--- src/rtl/dma_proxy_pkg.sv ---
// Package dma_proxy_pkg
// Shared widths, register addresses, result codes, opcode tables and the
// argument record for the DMA proxy register front end.
// Assumes a 32-bit register bus with word-granular addresses.
package dma_proxy_pkg;

    localparam int WORD_W     = 32;
    localparam int ADDR_W     = 4;
    localparam int OPC_W      = 8;
    localparam int SIZE_W     = 15;
    localparam int SIZE_LSB   = 16;
    localparam int TAG_W      = 5;
    localparam int ARG_CNT    = 5;
    localparam int EA_W       = 2 * WORD_W;
    localparam int SIGNAL_SIZE = 4;

    // Written-record bit positions
    localparam int ARG_LSA   = 0;
    localparam int ARG_EAL   = 1;
    localparam int ARG_EAH   = 2;
    localparam int ARG_SZTAG = 3;
    localparam int ARG_OPC   = 4;

    // Register addresses
    localparam logic [ADDR_W-1:0] RA_STATUS = 4'h0;
    localparam logic [ADDR_W-1:0] RA_LSA    = 4'h1;
    localparam logic [ADDR_W-1:0] RA_EAH    = 4'h2;
    localparam logic [ADDR_W-1:0] RA_EAL    = 4'h3;
    localparam logic [ADDR_W-1:0] RA_SZTAG  = 4'h4;
    localparam logic [ADDR_W-1:0] RA_OPC    = 4'h5;

    // Status read result codes
    localparam logic [WORD_W-1:0] ST_OK      = 32'd0;
    localparam logic [WORD_W-1:0] ST_SEQ_ERR = 32'd1;
    localparam logic [WORD_W-1:0] ST_BAD_OPC = 32'd2;

    // Start request bit within the opcode
    localparam int START_BIT = 0;

    // Put/get opcode table
    localparam int N_XFER = 15;
    localparam logic [N_XFER*OPC_W-1:0] XFER_TAB = {
        8'h20, 8'h21, 8'h22, 8'h23, 8'h24, 8'h25,
        8'h30, 8'h32, 8'h34,
        8'h40, 8'h41, 8'h42, 8'h43, 8'h44, 8'h45
    };

    // Send-signal opcode table
    localparam int N_SIG = 3;
    localparam logic [N_SIG*OPC_W-1:0] SIG_TAB = {8'hA0, 8'hA2, 8'hA4};

    // Ordering opcode table (barrier, eieio, sync)
    localparam int N_FENCE = 3;
    localparam logic [N_FENCE*OPC_W-1:0] FENCE_TAB = {8'hC0, 8'hC8, 8'hCC};

    typedef enum logic [1:0] {
        K_NONE  = 2'd0,
        K_XFER  = 2'd1,
        K_FENCE = 2'd2
    } cmd_kind_e;

    typedef struct packed {
        logic [WORD_W-1:0] lsa;
        logic [WORD_W-1:0] eah;
        logic [WORD_W-1:0] eal;
        logic [SIZE_W-1:0] size;
        logic [TAG_W-1:0]  tag;
        logic [OPC_W-1:0]  opc;
    } cmd_args_t;

endpackage

--- src/rtl/dma_proxy_argbank.sv ---
// Module dma_proxy_argbank
// Latches the five command arguments and keeps the written record, one
// bit per argument. A write sets its bit. A clear request from an accepted
// status read resets the record, but a write in the same cycle wins, so
// that write counts toward the next command.
// Assumes wr_hit is one-hot or zero.
module dma_proxy_argbank
    import dma_proxy_pkg::*;
(
    input  logic                        clk,
    input  logic                        rst_n,
    input  logic [ARG_CNT-1:0]          wr_hit,
    input  logic [WORD_W-1:0]           wdata,
    input  logic                        clear_rec,
    output cmd_args_t                   args,
    output logic [ARG_CNT-1:0]          written
);

    // One written-record bit per argument
    for (genvar i = 0; i < ARG_CNT; i++) begin : g_rec
        // Set on write, clear on acceptance, write has priority
        always_ff @(posedge clk) begin
            if (!rst_n)
                written[i] <= 1'b0;
            else if (wr_hit[i])
                written[i] <= 1'b1;
            else if (clear_rec)
                written[i] <= 1'b0;
        end
    end

    // Local-store address latch
    always_ff @(posedge clk) begin
        if (!rst_n)
            args.lsa <= '0;
        else if (wr_hit[ARG_LSA])
            args.lsa <= wdata;
    end

    // Effective-address upper word latch
    always_ff @(posedge clk) begin
        if (!rst_n)
            args.eah <= '0;
        else if (wr_hit[ARG_EAH])
            args.eah <= wdata;
    end

    // Effective-address lower word latch
    always_ff @(posedge clk) begin
        if (!rst_n)
            args.eal <= '0;
        else if (wr_hit[ARG_EAL])
            args.eal <= wdata;
    end

    // Size and tag fields from one word
    always_ff @(posedge clk) begin
        if (!rst_n) begin
            args.size <= '0;
            args.tag  <= '0;
        end else if (wr_hit[ARG_SZTAG]) begin
            args.size <= wdata[SIZE_LSB +: SIZE_W];
            args.tag  <= wdata[TAG_W-1:0];
        end
    end

    // Opcode latch, low byte only
    always_ff @(posedge clk) begin
        if (!rst_n)
            args.opc <= '0;
        else if (wr_hit[ARG_OPC])
            args.opc <= wdata[OPC_W-1:0];
    end

endmodule

--- src/rtl/dma_proxy_decode.sv ---
// Module dma_proxy_decode
// Classifies a latched opcode against the put/get, send-signal and ordering
// tables. Send-signal opcodes count as transfers only with size 4. It also
// flags a start request for transfer opcodes with the start bit set.
// Purely combinational.
module dma_proxy_decode
    import dma_proxy_pkg::*;
(
    input  logic [OPC_W-1:0]  opc,
    input  logic [SIZE_W-1:0] size,
    output cmd_kind_e         kind,
    output logic              start_req
);

    logic hit_xfer;
    logic hit_sig;
    logic hit_fence;

    // Table lookups
    always_comb begin
        hit_xfer  = 1'b0;
        hit_sig   = 1'b0;
        hit_fence = 1'b0;
        for (int i = 0; i < N_XFER; i++)
            if (opc == XFER_TAB[i*OPC_W +: OPC_W]) hit_xfer = 1'b1;
        for (int i = 0; i < N_SIG; i++)
            if (opc == SIG_TAB[i*OPC_W +: OPC_W]) hit_sig = 1'b1;
        for (int i = 0; i < N_FENCE; i++)
            if (opc == FENCE_TAB[i*OPC_W +: OPC_W]) hit_fence = 1'b1;
    end

    // Kind selection and start request
    always_comb begin
        if (hit_xfer || (hit_sig && size == SIZE_W'(SIGNAL_SIZE)))
            kind = K_XFER;
        else if (hit_fence)
            kind = K_FENCE;
        else
            kind = K_NONE;
        start_req = (kind == K_XFER) && opc[START_BIT];
    end

endmodule

--- src/rtl/dma_proxy_runctl.sv ---
// Module dma_proxy_runctl
// Holds the running status of the unit. A start request pulses start_out
// and sets running only from the idle state. A halt from the unit clears
// running.
module dma_proxy_runctl (
    input  logic clk,
    input  logic rst_n,
    input  logic start_req,
    input  logic halt,
    output logic running,
    output logic start_out
);

    // Running status and one-cycle start pulse
    always_ff @(posedge clk) begin
        if (!rst_n) begin
            running   <= 1'b0;
            start_out <= 1'b0;
        end else begin
            start_out <= start_req && !running;
            if (start_req && !running)
                running <= 1'b1;
            else if (halt)
                running <= 1'b0;
        end
    end

endmodule

--- src/rtl/dma_proxy_regif.sv ---
// Module dma_proxy_regif
// Register front end that queues one DMA proxy command. Arguments are
// latched on write. A read of the status register checks the written
// record, decodes the opcode and issues a transfer or fence pulse or an
// error code. Read data and pulses are registered and appear the cycle
// after the read strobe.
// Assumes separate read and write addresses on a single-cycle bus.
module dma_proxy_regif
    import dma_proxy_pkg::*;
(
    input  logic                clk,
    input  logic                rst_n,
    input  logic                wr_en,
    input  logic [ADDR_W-1:0]   waddr,
    input  logic [WORD_W-1:0]   wdata,
    input  logic                rd_en,
    input  logic [ADDR_W-1:0]   raddr,
    output logic [WORD_W-1:0]   rdata,
    output logic                xfer_req,
    output logic [OPC_W-1:0]    xfer_opc,
    output logic [WORD_W-1:0]   xfer_lsa,
    output logic [EA_W-1:0]     xfer_ea,
    output logic [SIZE_W-1:0]   xfer_size,
    output logic [TAG_W-1:0]    xfer_tag,
    output logic                fence_pulse,
    output logic                start_pulse,
    input  logic                unit_halt,
    output logic                unit_running
);

    logic [ARG_CNT-1:0] wr_hit;
    logic [ARG_CNT-1:0] written;
    cmd_args_t          args;
    cmd_kind_e          kind;
    logic               dec_start;
    logic               status_rd;
    logic               accept;
    logic               issue_xfer;

    // Write address to argument one-hot decode
    always_comb begin
        wr_hit = '0;
        if (wr_en) begin
            case (waddr)
                RA_LSA:   wr_hit[ARG_LSA]   = 1'b1;
                RA_EAH:   wr_hit[ARG_EAH]   = 1'b1;
                RA_EAL:   wr_hit[ARG_EAL]   = 1'b1;
                RA_SZTAG: wr_hit[ARG_SZTAG] = 1'b1;
                RA_OPC:   wr_hit[ARG_OPC]   = 1'b1;
                default:  wr_hit = '0;
            endcase
        end
    end

    // Acceptance condition on a status read
    always_comb begin
        status_rd  = rd_en && (raddr == RA_STATUS);
        accept     = status_rd && (&written);
        issue_xfer = accept && (kind == K_XFER) && (args.size != '0);
    end

    dma_proxy_argbank u_argbank (
        .clk       (clk),
        .rst_n     (rst_n),
        .wr_hit    (wr_hit),
        .wdata     (wdata),
        .clear_rec (accept),
        .args      (args),
        .written   (written)
    );

    dma_proxy_decode u_decode (
        .opc       (args.opc),
        .size      (args.size),
        .kind      (kind),
        .start_req (dec_start)
    );

    dma_proxy_runctl u_runctl (
        .clk       (clk),
        .rst_n     (rst_n),
        .start_req (accept && dec_start),
        .halt      (unit_halt),
        .running   (unit_running),
        .start_out (start_pulse)
    );

    // Registered read data with result code
    always_ff @(posedge clk) begin
        if (!rst_n)
            rdata <= '0;
        else if (status_rd && !accept)
            rdata <= ST_SEQ_ERR;
        else if (accept)
            rdata <= (kind == K_NONE) ? ST_BAD_OPC : ST_OK;
        else
            rdata <= '0;
    end

    // One-cycle transfer and fence pulses
    always_ff @(posedge clk) begin
        if (!rst_n) begin
            xfer_req    <= 1'b0;
            fence_pulse <= 1'b0;
        end else begin
            xfer_req    <= issue_xfer;
            fence_pulse <= accept && (kind == K_FENCE);
        end
    end

    // Transfer payload captured on issue
    always_ff @(posedge clk) begin
        if (!rst_n) begin
            xfer_opc  <= '0;
            xfer_lsa  <= '0;
            xfer_ea   <= '0;
            xfer_size <= '0;
            xfer_tag  <= '0;
        end else if (issue_xfer) begin
            xfer_opc  <= args.opc;
            xfer_lsa  <= args.lsa;
            xfer_ea   <= {args.eah, args.eal};
            xfer_size <= args.size;
            xfer_tag  <= args.tag;
        end
    end

endmodule

--- config.mk ---
export PLATFORM = sky130hd
export DESIGN_NAME = dma_proxy_regif
export DESIGN_NICKNAME = d
export VERILOG_FILES = /design/src/rtl/dma_proxy_pkg.sv /design/src/rtl/dma_proxy_argbank.sv /design/src/rtl/dma_proxy_decode.sv /design/src/rtl/dma_proxy_runctl.sv /design/src/rtl/dma_proxy_regif.sv
export SDC_FILE = /design/constraint.sdc
export NUM_CORES = 1
export LEC_CHECK = 0
export BUFFER_PORTS_ARGS = -buffer_cell sky130_fd_sc_hd__buf_4
export CORE_ASPECT_RATIO = 1.1
export CORE_MARGIN = 3
export CORE_UTILIZATION = 45
export CTS_CLUSTER_DIAMETER = 120
export DETAILED_ROUTE_END_ITERATION = 6
export PLACE_DENSITY = 0.66
export SYNTH_ARGS = -nofsm -noshare
export SYNTH_HDL_FRONTEND = slang
export SYNTH_HIERARCHICAL = 1
export SYNTH_SLANG_ARGS = --single-unit
export TNS_END_PERCENT = 30
--- constraint.sdc ---
create_clock -name clk -period 3.2 [get_ports clk]
set_clock_uncertainty 0.1 [all_clocks]
set_input_delay 0.8 -clock clk [delete_from_list [all_inputs] [get_ports clk]]
set_output_delay 0.8 -clock clk [all_outputs]
set_load 0.05 [all_outputs]
==> metrics.md, run 1 <==
| Metric | Value |
|---|---|
| Cell Rows | `59` |
| GRT met3 Usage | `2.882%` |
| Final core occ | `54.47%` |
| Core Area | `23,770 sq um` |
| Vias per inst | `5.707` |
| WL final | `about 32 mm` |
| GRT Overall Usage | `22.87%` |
| Relative slew slack | `50.49%` |
| Post-Syn Instances | `1,099` |
| First-pass GRT wire length | `48.56 mm` |
| RSZ-0062 raised after global routing | `false` |
| Initial antenna violation count | `0` |
| Die Y | `169.4 microns` |
| Die ar. | `around 26,000 sq um` |
| Via count | `8,703` |
| Clk buf depth | `3` |
| # setup viols final | `0` |
| Number of fill cells | `2,169` |
| Gpl congestion | `0.8418` |
| Tcrit/Tclk final | `86.93%` |
| Worst-Margin Slew | `about 0.74 ns` |
| Dpl cells | `1,475` |
| Post-CTS Resized | `0` |
| Post-Syn Area | `10,920 sq um` |
| Clk pin slew, worst setup/hold paths | `0.06 ns` |
| WL/cell | `between 20 and 25 microns` |
| CP endpoint kind | `register` |
| Top_reg_cell synth | `dfxtp_1` |
| Crit path max fanout | `38` |
| H-tree levels | `1` |
| CTS root buffer | `clkbuf_16` |
| Met2 Track Usage GR | `a little over a third` |
| DRT Pass-1 Iters | `7` |
| Yosys warning count | `6` |
| Crit path arrival time | `3.06 ns` |
| Initial DRC count | `~680` |
| Average size of a mapped cell | `9.937 sq um` |
| Status | `finished clean` |
| Min Hold Slack | `around 0.36 ns` |
| Final Hold Vio Count | `0` |
| Library cells used by synthesis | `34` |
| GRT met1 Usage | `between 30 and 40%` |
| Achievable Freq | `359.5 MHz` |
| Clock sink count | `259` |
| Ant diodes | `0` |
| Slew Limit Fails | `0` |
| Post-synth EDFFs | `0` |
| Buffer count from post-CTS setup fixing | `0` |
| Share of layout cells above drive strength 1 | `around a fifth` |
| DRC | `0` |
| Buffers on Ports | `174` |
| Non-filler cells, final | `1,525` |
| Fraction of registers with async set/reset | `0%` |
| Insertion delay to the later sink of the worst-skew pair | `~0.53 ns` |
| Final net count | `1,244` |
| # hold bufs at CTS | `0` |
| Minimum clock period | `~2.8 ns` |
| GR Overflow Total | `0` |
| Synthesis-to-layout area growth | `18.57%` |
| LEAKAGE | `approximately 0.0044 uW` |
| Antenna-violating nets left | `0` |
| Post-DP HPWL | `19.66 mm` |
| Number of global-route vias before repair | `8,186` |
| Max-Cap Viols | `0` |
| Worst setup SP type | `register` |
| Most used routing layer | `met2` |
| Worst Hold Class | `register to register` |
| Critical Path RT | `between 3 and 4 ns` |
| Die W | `154.5 microns` |
| I/O pin cnt | `205` |
| CTS Buf Count | `27` |
| Sum Neg Setup Slack | `0 ns` |
| Seq/Total Area, Yosys | `47.48%` |
| Critical setup path kind | `register to register` |
| FF+latch count, synth | `259` |
| P per Cell Area | `532.9 nW/um^2` |
| Maximum vdd drop | `351.5 uV` |
| TritonCTS clock tree | `built` |
| Largest net degree at the start of global routing | `127` |
| Initial Utilization | `45.94%` |
## final cells by class
cell class                      instances  area, sq um  share of cell area (%)
Inverter                                5        23.77                  0.1836
Clock inverter                         11        111.4                  0.8600
Tap cell                              305        381.6                   2.947
Multi-Input combinational cell        709         4885                   37.72
Sequential cell                       259         5185                   40.04
Timing Repair Buffer                  197         1592                   12.29
Clock buffer                           39        770.7                   5.952
## sequential cells by signal (all words and copies together) (netlist names), 2 cells and up
| register | flops |
|---|---|
| u_argbank/args | 124 |
| xfer_ea | 64 |
| xfer_size | 15 |
| u_argbank/written | 5 |
| xfer_tag | 5 |
| rdata | 2 |
| xfer_lsa | 32 |
| xfer_opc | 8 |
## Yosys cell counts (2+ instances only)
cell	n	area (sq um)
nand2_1	6	22.52
buf_6	7	78.83
buf_12	9	180.2
nand4_1	127	794.5
and3_1	2	12.51
nor4_1	6	37.54
a21oi_1	125	625.6
dfxtp_1	259	5185
nor4b_1	2	17.52
inv_1	4	15.01
clkbuf_1	49	183.9
nor2_1	4	15.01
buf_1	8	30.03
nor2b_1	132	825.8
o31ai_1	124	930.9
buf_4	37	277.8
o21a_1	5	37.54
buf_2	45	225.2
nor4_2	4	50.05
nor3_1	5	25.02
nand2b_1	2	12.51
and4_1	2	17.52
mux2i_1	124	1241
## stage by stage
step / setup slack (ns) / instance area, sq um / power (uW)
3_5_place_dp: 0.3671 / 12070 / 3850
4_1_cts: 0.4655 / 12950 / 6943
6_report: 0.4184 / 12950 / 6901
3_3_place_gp: 0.3345 / 12070 / 3848
2_1_floorplan: 0.9030 / 11030 / 3717
5_1_grt: 0.2359 / 12950 / 7096
## metal layers
layer / wire [microns] / share of wire (%)
met1: 14610 / 46
met2: 14620 / 46
met5: 0 / 0
met4: 722 / 2.3
met3: 1681 / 5.3
## placed cells by master (no fill, tap or decap), drive strengths merged, types with 7 or more instances in the layout
cell type,n
a21oi,125
conb,30
dfxtp,259
o31ai,124
nor2b,132
nor4,10
clkinv,7
buf,197
mux2i,124
clkbuf,39
nand4,127
## path summary, 6_finish.rpt
path                                                       from                             to  slack, ns  depth (start not counted)
worst max-delay path            u_argbank/args[24]$_SDFFE_PN0P_       xfer_ea[19]$_SDFFE_PN0P_       0.42                          7
worst min-delay path              u_runctl/running$_SDFFE_PN0P_  u_runctl/start_out$_SDFF_PN0_       0.36                          1
worst max register to register  u_argbank/args[24]$_SDFFE_PN0P_       xfer_ea[19]$_SDFFE_PN0P_       0.42                          7
worst min register to register    u_runctl/running$_SDFFE_PN0P_  u_runctl/start_out$_SDFF_PN0_       0.36                          1
## report_power, final
part,switching [uW],internal [uW]
registers,14.7,3250
clock network,1280,1830
logic,405,121
## worst max-delay path, cell delays in order (launching register included)
cell and delay (ns):
dfxtp_1 0.33, nor4_1 0.40, a41oi_1 0.20, nor3b_1 0.58, nand2_4 0.29, buf_4 0.35
o31ai_1 0.25, a21oi_1 0.10
## kinds of logic (layout without fill, tap and decap cells)
group | after synthesis | in the layout | share of synthesized area [%]
multiplexers | 124 | 124 | 11.37
flip-flops | 259 | 259 | 47.48
other | 1 | 30 | 0.03434
buffers and inverters | 160 | 252 | 9.120
AND/OR/NAND/NOR | 296 | 296 | 17.06
AO/OA/AOI/OAI | 259 | 259 | 14.94
(Power assumes the default switching activity.)
==> run 2: changes to the inputs <==
- GPL_TIMING_DRIVEN: not set -> 0
==> run 2 against run 1 <==
Die area stayed put. First-iteration DRC count down 14%. Sequential share of layout area down 1.8 points. Hold slack gained 0.0079 ns. Critical path depth up 2. Sequential cell count did not move. Critical path type unchanged. Critical endpoint is now xfer_ea[56]$_SDFFE_PN0P_.
==> metrics.md, run 2 (synthesized netlist as in run 1, its figures left out) <==
| Metric | Value |
|---|---|
| Status | `finished clean` |
| Max-Cap Viols | `0 (unchanged)` |
| TritonCTS clock tree | `built` |
| Relative slew slack | `44.47% (-6.0 points)` |
| Most common cell after layout, fill and taps aside | `dfxtp_1` |
| Clk pin slew, worst setup/hold paths | `0.06 ns (about the same)` |
| Largest Register | `u_argbank/args` |
| Initial Utilization | `45.94% (unchanged)` |
| Final Hold Vio Count | `0 (unchanged)` |
| # hold bufs at CTS | `0 (unchanged)` |
| Gpl congestion | `0.8247 (-2.0%)` |
| Final net count | `1,375 (+11%)` |
| Critical setup path kind | `register to register` |
| Critical Path RT | `3.55 ns (+0.07 ns)` |
| Ant diodes | `0 (unchanged)` |
| Minimum clock period | `2.950 ns (+0.1683 ns)` |
| Tcrit/Tclk final | `92.18% (+5.3 points)` |
| Crit-path max cell delay | `0.39 ns (-0.19 ns)` |
| Cell Rows | `59 (unchanged)` |
| DRC | `0 (unchanged)` |
| Sum Neg Setup Slack | `0 ns (unchanged)` |
| GR Overflow Total | `0 (unchanged)` |
| Slew Limit Fails | `0 (unchanged)` |
| # setup viols final | `0 (unchanged)` |
| Vias per inst | `5.519 (-3.3%)` |
| Worst Hold Class | `register to register` |
| Number of fill cells | `2,182 (+0.60%)` |
| Initial DRC count | `590 (-14%)` |
| Die W | `154.5 microns (unchanged)` |
| Share of layout cells above drive strength 1 | `23.80% (+3.0 points)` |
| Crit path arrival time | `3.30 ns (+0.24 ns)` |
| Worst reg2reg setup slack | `0.25 ns (-0.17 ns)` |
| Achievable Freq | `339.0 MHz (-5.7%)` |
| Crit path max fanout | `10 (-74%)` |
| Final core occ | `57.05% (+2.6 points)` |
| RSZ-0062 raised after global routing | `false` |
| CTS root buffer | `clkbuf_16` |
| Clk buf depth | `3 (unchanged)` |
| First-pass GRT wire length | `49.92 mm (+2.8%)` |
| Number of global-route vias before repair | `8,857 (+8.2%)` |
| Via count | `9,128 (+4.9%)` |
| Buffers on Ports | `174 (unchanged)` |
| WL/cell | `19.94 microns (-3.9%)` |
| Die Y | `169.4 microns (unchanged)` |
| CP endpoint kind | `register` |
| Core Area | `23,770 sq um (unchanged)` |
| Synthesis-to-layout area growth | `24.19%` |
| P per Cell Area | `506.3 nW/um^2 (-5.0%)` |
| H-tree levels | `1 (unchanged)` |
| I/O pin cnt | `205 (unchanged)` |
| Insertion delay to the later sink of the worst-skew pair | `0.52 ns (about the same)` |
| Initial antenna violation count | `0 (unchanged)` |
| Max stage delay cell, worst path | `nor4_1` |
| LEAKAGE | `0.004792 uW (+9.1%)` |
| Largest net degree at the start of global routing | `15 (-88%)` |
| Clock sink count | `259 (unchanged)` |
| Maximum vdd drop | `358.8 uV (+2.1%)` |
| Commonest non-fill, non-tap cells in the layout | `dfxtp_1, buf_4, nor2b_1` |
| GRT Overall Usage | `23.87% (+1.0 points)` |
| Max reg flops | `124 (unchanged)` |
| Worst setup SP type | `register` |
| DRT Pass-1 Iters | `5 (-2)` |
| Antenna-violating nets left | `0 (unchanged)` |
| Worst-Margin Slew | `0.8330 ns (+0.09034 ns)` |
| CTS Buf Count | `27 (unchanged)` |
| Post-DP HPWL | `23.52 mm (+20%)` |
| Die ar. | `26,180 sq um (unchanged)` |
| Cell mode on critical path | `buf_2` |
| WL final | `32.98 mm (+4.3%)` |
| CP Cell Sequence | `nor4_1 > a41oi_1 > nor3b_2 > nor2b_1 > buf_2 > buf_2 > buf_1 > nand4_1 > a21oi_1` |
| Biggest regs | `u_argbank/args: 124 flops, xfer_ea: 64 flops, xfer_lsa: 32 flops` |
==> run 2: cell count changes in the layout (fill, tap and decap cells not counted), sizes merged <==
cell,before,now
clkinvlp,1,0
clkbuf,39,88
buf,197,281
bufinv,2,1
inv,6,4
==> run 2: area by class of cell <==
cell class | count | area [sq um] | share of cell area, %
buffer | 154 | 974.7 | 7.187
clock inverter | 7 | 60.06 | 0.4428
tap | 305 | 381.6 | 2.814
sequential | 259 | 5185 | 38.23
multi-input combinational | 709 | 4856 | 35.81
inverter | 5 | 20.02 | 0.1476
clock buffer | 41 | 778.2 | 5.739
timing repair buffer | 174 | 1306 | 9.632
==> run 2: report_power, final <==
group	total [uW]	internal [uW]	switching (uW)
clock	3010	1750	1260
sequential	3260	3250	15.9
combinational	598	176	421
==> run 2: metrics by stage <==
stage	cell area (sq um)	total power [uW]	instances	worst slack, ns	hold WS (ns)
finish	13560	6867	1654	0.2501	0.3637
global route	13560	7078	1654	0.009598	0.3745
floorplan	11030	3717	1128	0.9030	0.3351
CTS	13560	6890	1655	0.03378	0.3662
detailed placement	12720	3920	1607	0.05635	0.3514
global placement	12720	3917	1607	0.08779	0.3378
==> run 2: timing repair <==
item                       in CTS  in global routing
hold endpoints to repair        0                  0
gates resized for setup         0                  7
buffers inserted                0                  0
setup endpoints to repair       0                 60
==> run 2: worst max-delay path: cells and delay by family, from the launching register on <==
family                 cells  cell delay [ns]
and+or+nand+nor            4             1.05
buffers and inverters      3             0.92
AOI/OAI and AO/OA          2             0.45
DFF                        1             0.35
==> run 2: worst paths after layout <==
path / depth (start not counted) / from / to
worst max-delay path: 9 / u_argbank/args[24]$_SDFFE_PN0P_ / xfer_ea[56]$_SDFFE_PN0P_
worst min-delay path: 2 / xfer_ea[53]$_SDFFE_PN0P_ / xfer_ea[53]$_SDFFE_PN0P_
worst max register to register: 9 / u_argbank/args[24]$_SDFFE_PN0P_ / xfer_ea[56]$_SDFFE_PN0P_
worst min register to register: 2 / xfer_ea[53]$_SDFFE_PN0P_ / xfer_ea[53]$_SDFFE_PN0P_
==> run 2: per-layer routing <==
metal | GRT usage (%) | wire (microns) | vias up
met3 | 3.698 | 1978 | 66
met5 | 0 | 0 | -
met4 | 7.642 | 971 | 0
met2 | 39.49 | 15360 | 279
met1 | 32.24 | 14660 | 4339
li1 | - | - | 4444
==> run 3: changes to the inputs <==
- BUFFER_PORTS_ARGS: -buffer_cell sky130_fd_sc_hd__buf_4 -> not set
- DONT_BUFFER_PORTS: not set -> 1
- PLACE_DENSITY: 0.66 -> 0.59
==> run 3 against run 2 <==
Die area unchanged. Hold slack got worse by 0.076 ns. Setup slack got worse by 0.11 ns. Sequential share of layout area up 3.6 points. Sequential cell count stayed put. Global-route usage rose by 0.45 points.
==> metrics.md, run 3 (synthesized netlist as in run 1, its figures left out) <==
| Metric | Value |
|---|---|
| Maximum vdd drop | `375.4 uV (+4.6%)` |
| WL met3 | `2.339 mm (+18%)` |
| I/O pin cnt | `205 (unchanged)` |
| Via count | `8,586 (-5.9%)` |
| Worst setup SP type | `register` |
| Relative slew slack | `42.93% (-1.5 points)` |
| Tcrit/Tclk final | `95.60% (+3.4 points)` |
| CP Cell Sequence | `inv_1 > or4_4 > nor4_2 > inv_1 > nand2_1 > clkbuf_2 > clkbuf_1 > o31ai_1 > a21oi_1` |
| Final Hold Vio Count | `0 (unchanged)` |
| Hold EP | `u_runctl/start_out$_SDFF_PN0_` |
| Wire length on met1 | `14.55 mm (-0.76%)` |
| Number of global-route vias before repair | `8,304 (-6.2%)` |
| Buffers on Ports | `0 (-100%)` |
| Number of fill cells | `2,225 (+2.0%)` |
| Initial Utilization | `45.94% (unchanged)` |
| Clock sink count | `259 (unchanged)` |
| Clk buf depth | `3 (unchanged)` |
| Core Area | `23,770 sq um (unchanged)` |
| GR Overflow Total | `0 (unchanged)` |
| Buffer count from post-CTS setup fixing | `0 (unchanged)` |
| Status | `finished clean` |
| R2r worst-path depth | `9 (unchanged)` |
| Final total power | `7190 uW (+4.7%)` |
| Reg2reg end | `xfer_ea[28]$_SDFFE_PN0P_` |
| Critical Path RT | `3.55 ns (about the same)` |
| Biggest regs | `u_argbank/args: 124 flops, xfer_ea: 64 flops, xfer_lsa: 32 flops` |
| Crit path arrival time | `3.41 ns (+0.11 ns)` |
| Cell mode on critical path | `inv_1` |
| Largest Register | `u_argbank/args` |
| RSZ-0062 raised after global routing | `true` |
| Die W | `154.5 microns (unchanged)` |
| Post-DP HPWL | `23.71 mm (+0.83%)` |
| DRT Pass-1 Iters | `5 (unchanged)` |
| Top Layer Used | `met4` |
| TritonCTS clock tree | `built` |
| H-tree levels | `1 (unchanged)` |
| Max stage delay cell, worst path | `or4_4` |
| Final core occ | `52.13% (-4.9 points)` |
| Gpl congestion | `0.8365 (+1.4%)` |
| Worst reg2reg setup slack | `0.14 ns (-0.11 ns)` |
| Slew Limit Fails | `0 (unchanged)` |
| Hold path depth | `2 (unchanged)` |
| Critical setup path kind | `register to register` |
| Minimum clock period | `3.059 ns (+0.1093 ns)` |
| Commonest non-fill, non-tap cells in the layout | `dfxtp_1, nor2b_1, nand4_1` |
| Synthesis-to-layout area growth | `13.47%` |
| Achievable Freq | `326.9 MHz (-3.6%)` |
| Initial DRC count | `441 (-25%)` |
| Die ar. | `26,180 sq um (unchanged)` |
| GRT Overall Usage | `24.32% (+0.45 points)` |
| CP delay by family, top | `simple AND/OR/NAND/NOR gates` |
| P per Cell Area | `580.2 nW/um^2 (+15%)` |
| Ant diodes | `0 (unchanged)` |
| Max reg flops | `124 (unchanged)` |
| LEAKAGE | `0.003933 uW (-18%)` |
| Worst Hold Class | `input pin to register` |
| FF-to-FF Start | `u_argbank/args[7]$_SDFFE_PN0P_` |
| Most common cell after layout, fill and taps aside | `dfxtp_1` |
| Max-Cap Viols | `0 (unchanged)` |
| Clk pin slew, worst setup/hold paths | `0.06 ns (about the same)` |
| DRC | `0 (unchanged)` |
| Crit path max fanout | `10 (unchanged)` |
| Vias per inst | `5.794 (+5.0%)` |
| Buf/Inv on CP | `4 (+1)` |
| Share of layout cells above drive strength 1 | `12.83% (-11 points)` |
| Crit-path max cell delay | `0.48 ns (+0.09 ns)` |
| WL final | `33.40 mm (+1.3%)` |
| Initial antenna violation count | `0 (unchanged)` |
| Dpl cells | `1,433 (-11%)` |
| CTS Buf Count | `27 (unchanged)` |
| Final net count | `1,202 (-13%)` |
| Non-filler cells, final | `1,482 (-10%)` |
| Met2 wire len | `15.62 mm (+1.7%)` |
| CP endpoint kind | `register` |
| Die Y | `169.4 microns (unchanged)` |
| Worst hold start | `rst_n` |
| Cell Rows | `59 (unchanged)` |
| WL/cell | `22.53 microns (+13%)` |
| Antenna-violating nets left | `0 (unchanged)` |
| Worst-Margin Slew | `0.8561 ns (+0.02306 ns)` |
| Insertion delay to the later sink of the worst-skew pair | `0.53 ns (about the same)` |
| Largest net degree at the start of global routing | `15 (unchanged)` |
| CTS root buffer | `clkbuf_16` |
| # setup viols final | `0 (unchanged)` |
| First-pass GRT wire length | `50.17 mm (+0.50%)` |
[run 3: cell types whose count changed in the layout (fill, tap and decap cells not counted), sizes merged]
cell	before	now
bufinv	1	5
clkinv	7	3
buf	281	106
clkinvlp	0	1
clkbuf	88	90
[run 3: where the power goes]
group | total [uW] | leakage, uW | internal (uW) | switching [uW]
sequential | 3260 | 0.00209 | 3250 | 16.3
clock | 3430 | 0.000476 | 2130 | 1290
combinational | 503 | 0.00137 | 141 | 362
[run 3: stage by stage]
step                      hold slack, ns  instance area (sq um)  TNS [ns]  setup slack (ns)
after global routing              0.2881                  12390  -0.07297          -0.01791
after CTS                         0.2734                  12390         0            0.1653
after floorplan                   0.3351                  11030         0            0.9030
final                             0.2875                  12390         0            0.1409
after global placement            0.3617                  11410         0           0.05062
after detailed placement          0.3604                  11410         0          0.001008
[run 3: worst max-delay path by stage]
stage,start,endpoint,depth (start not counted)
after floorplan,u_argbank/args[7]$_SDFFE_PN0P_,xfer_ea[58]$_SDFFE_PN0P_,9
after global routing,u_argbank/args[7]$_SDFFE_PN0P_,xfer_ea[19]$_SDFFE_PN0P_,9
final,u_argbank/args[7]$_SDFFE_PN0P_,xfer_ea[28]$_SDFFE_PN0P_,9
after detailed placement,u_argbank/args[7]$_SDFFE_PN0P_,xfer_ea[54]$_SDFFE_PN0P_,9
after CTS,u_argbank/args[7]$_SDFFE_PN0P_,xfer_ea[28]$_SDFFE_PN0P_,9
after global placement,u_argbank/args[7]$_SDFFE_PN0P_,xfer_ea[57]$_SDFFE_PN0P_,9
[run 3: worst reg2reg max path, stage by stage (launching register included)]
cell      delay [ns]
dfxtp_1         0.42
inv_1           0.10
or4_4           0.48
nor4_2          0.25
inv_1           0.10
nand2_1         0.39
clkbuf_2        0.40
clkbuf_1        0.45
o31ai_1         0.13
a21oi_1         0.16
[run 3: timing repair]
action,CTS,global route
endpoints found under the setup margin,21,15
pin swaps,0,0
resized for setup,1,6
endpoints found under the hold margin,0,0
hold buffers,0,0
[run 3: area by class of cell]
cell class / instances / area [sq um] / area share, %
Sequential cell: 259 / 5185 / 41.84
Multi-Input combinational cell: 709 / 4848 / 39.13
Buffer: 155 / 980.9 / 7.916
Clock buffer: 41 / 808.3 / 6.523
Tap cell: 305 / 381.6 / 3.080
Clock inverter: 8 / 167.7 / 1.353
Inverter: 5 / 20.02 / 0.1616
[run 3: routing by layer]
layer | up-vias | GRT usage (%)
met5 | - | 0
met4 | 0 | 7.066
met3 | 51 | 5.432
met2 | 268 | 39.89
met1 | 4153 | 32.38
li1 | 4114 | -
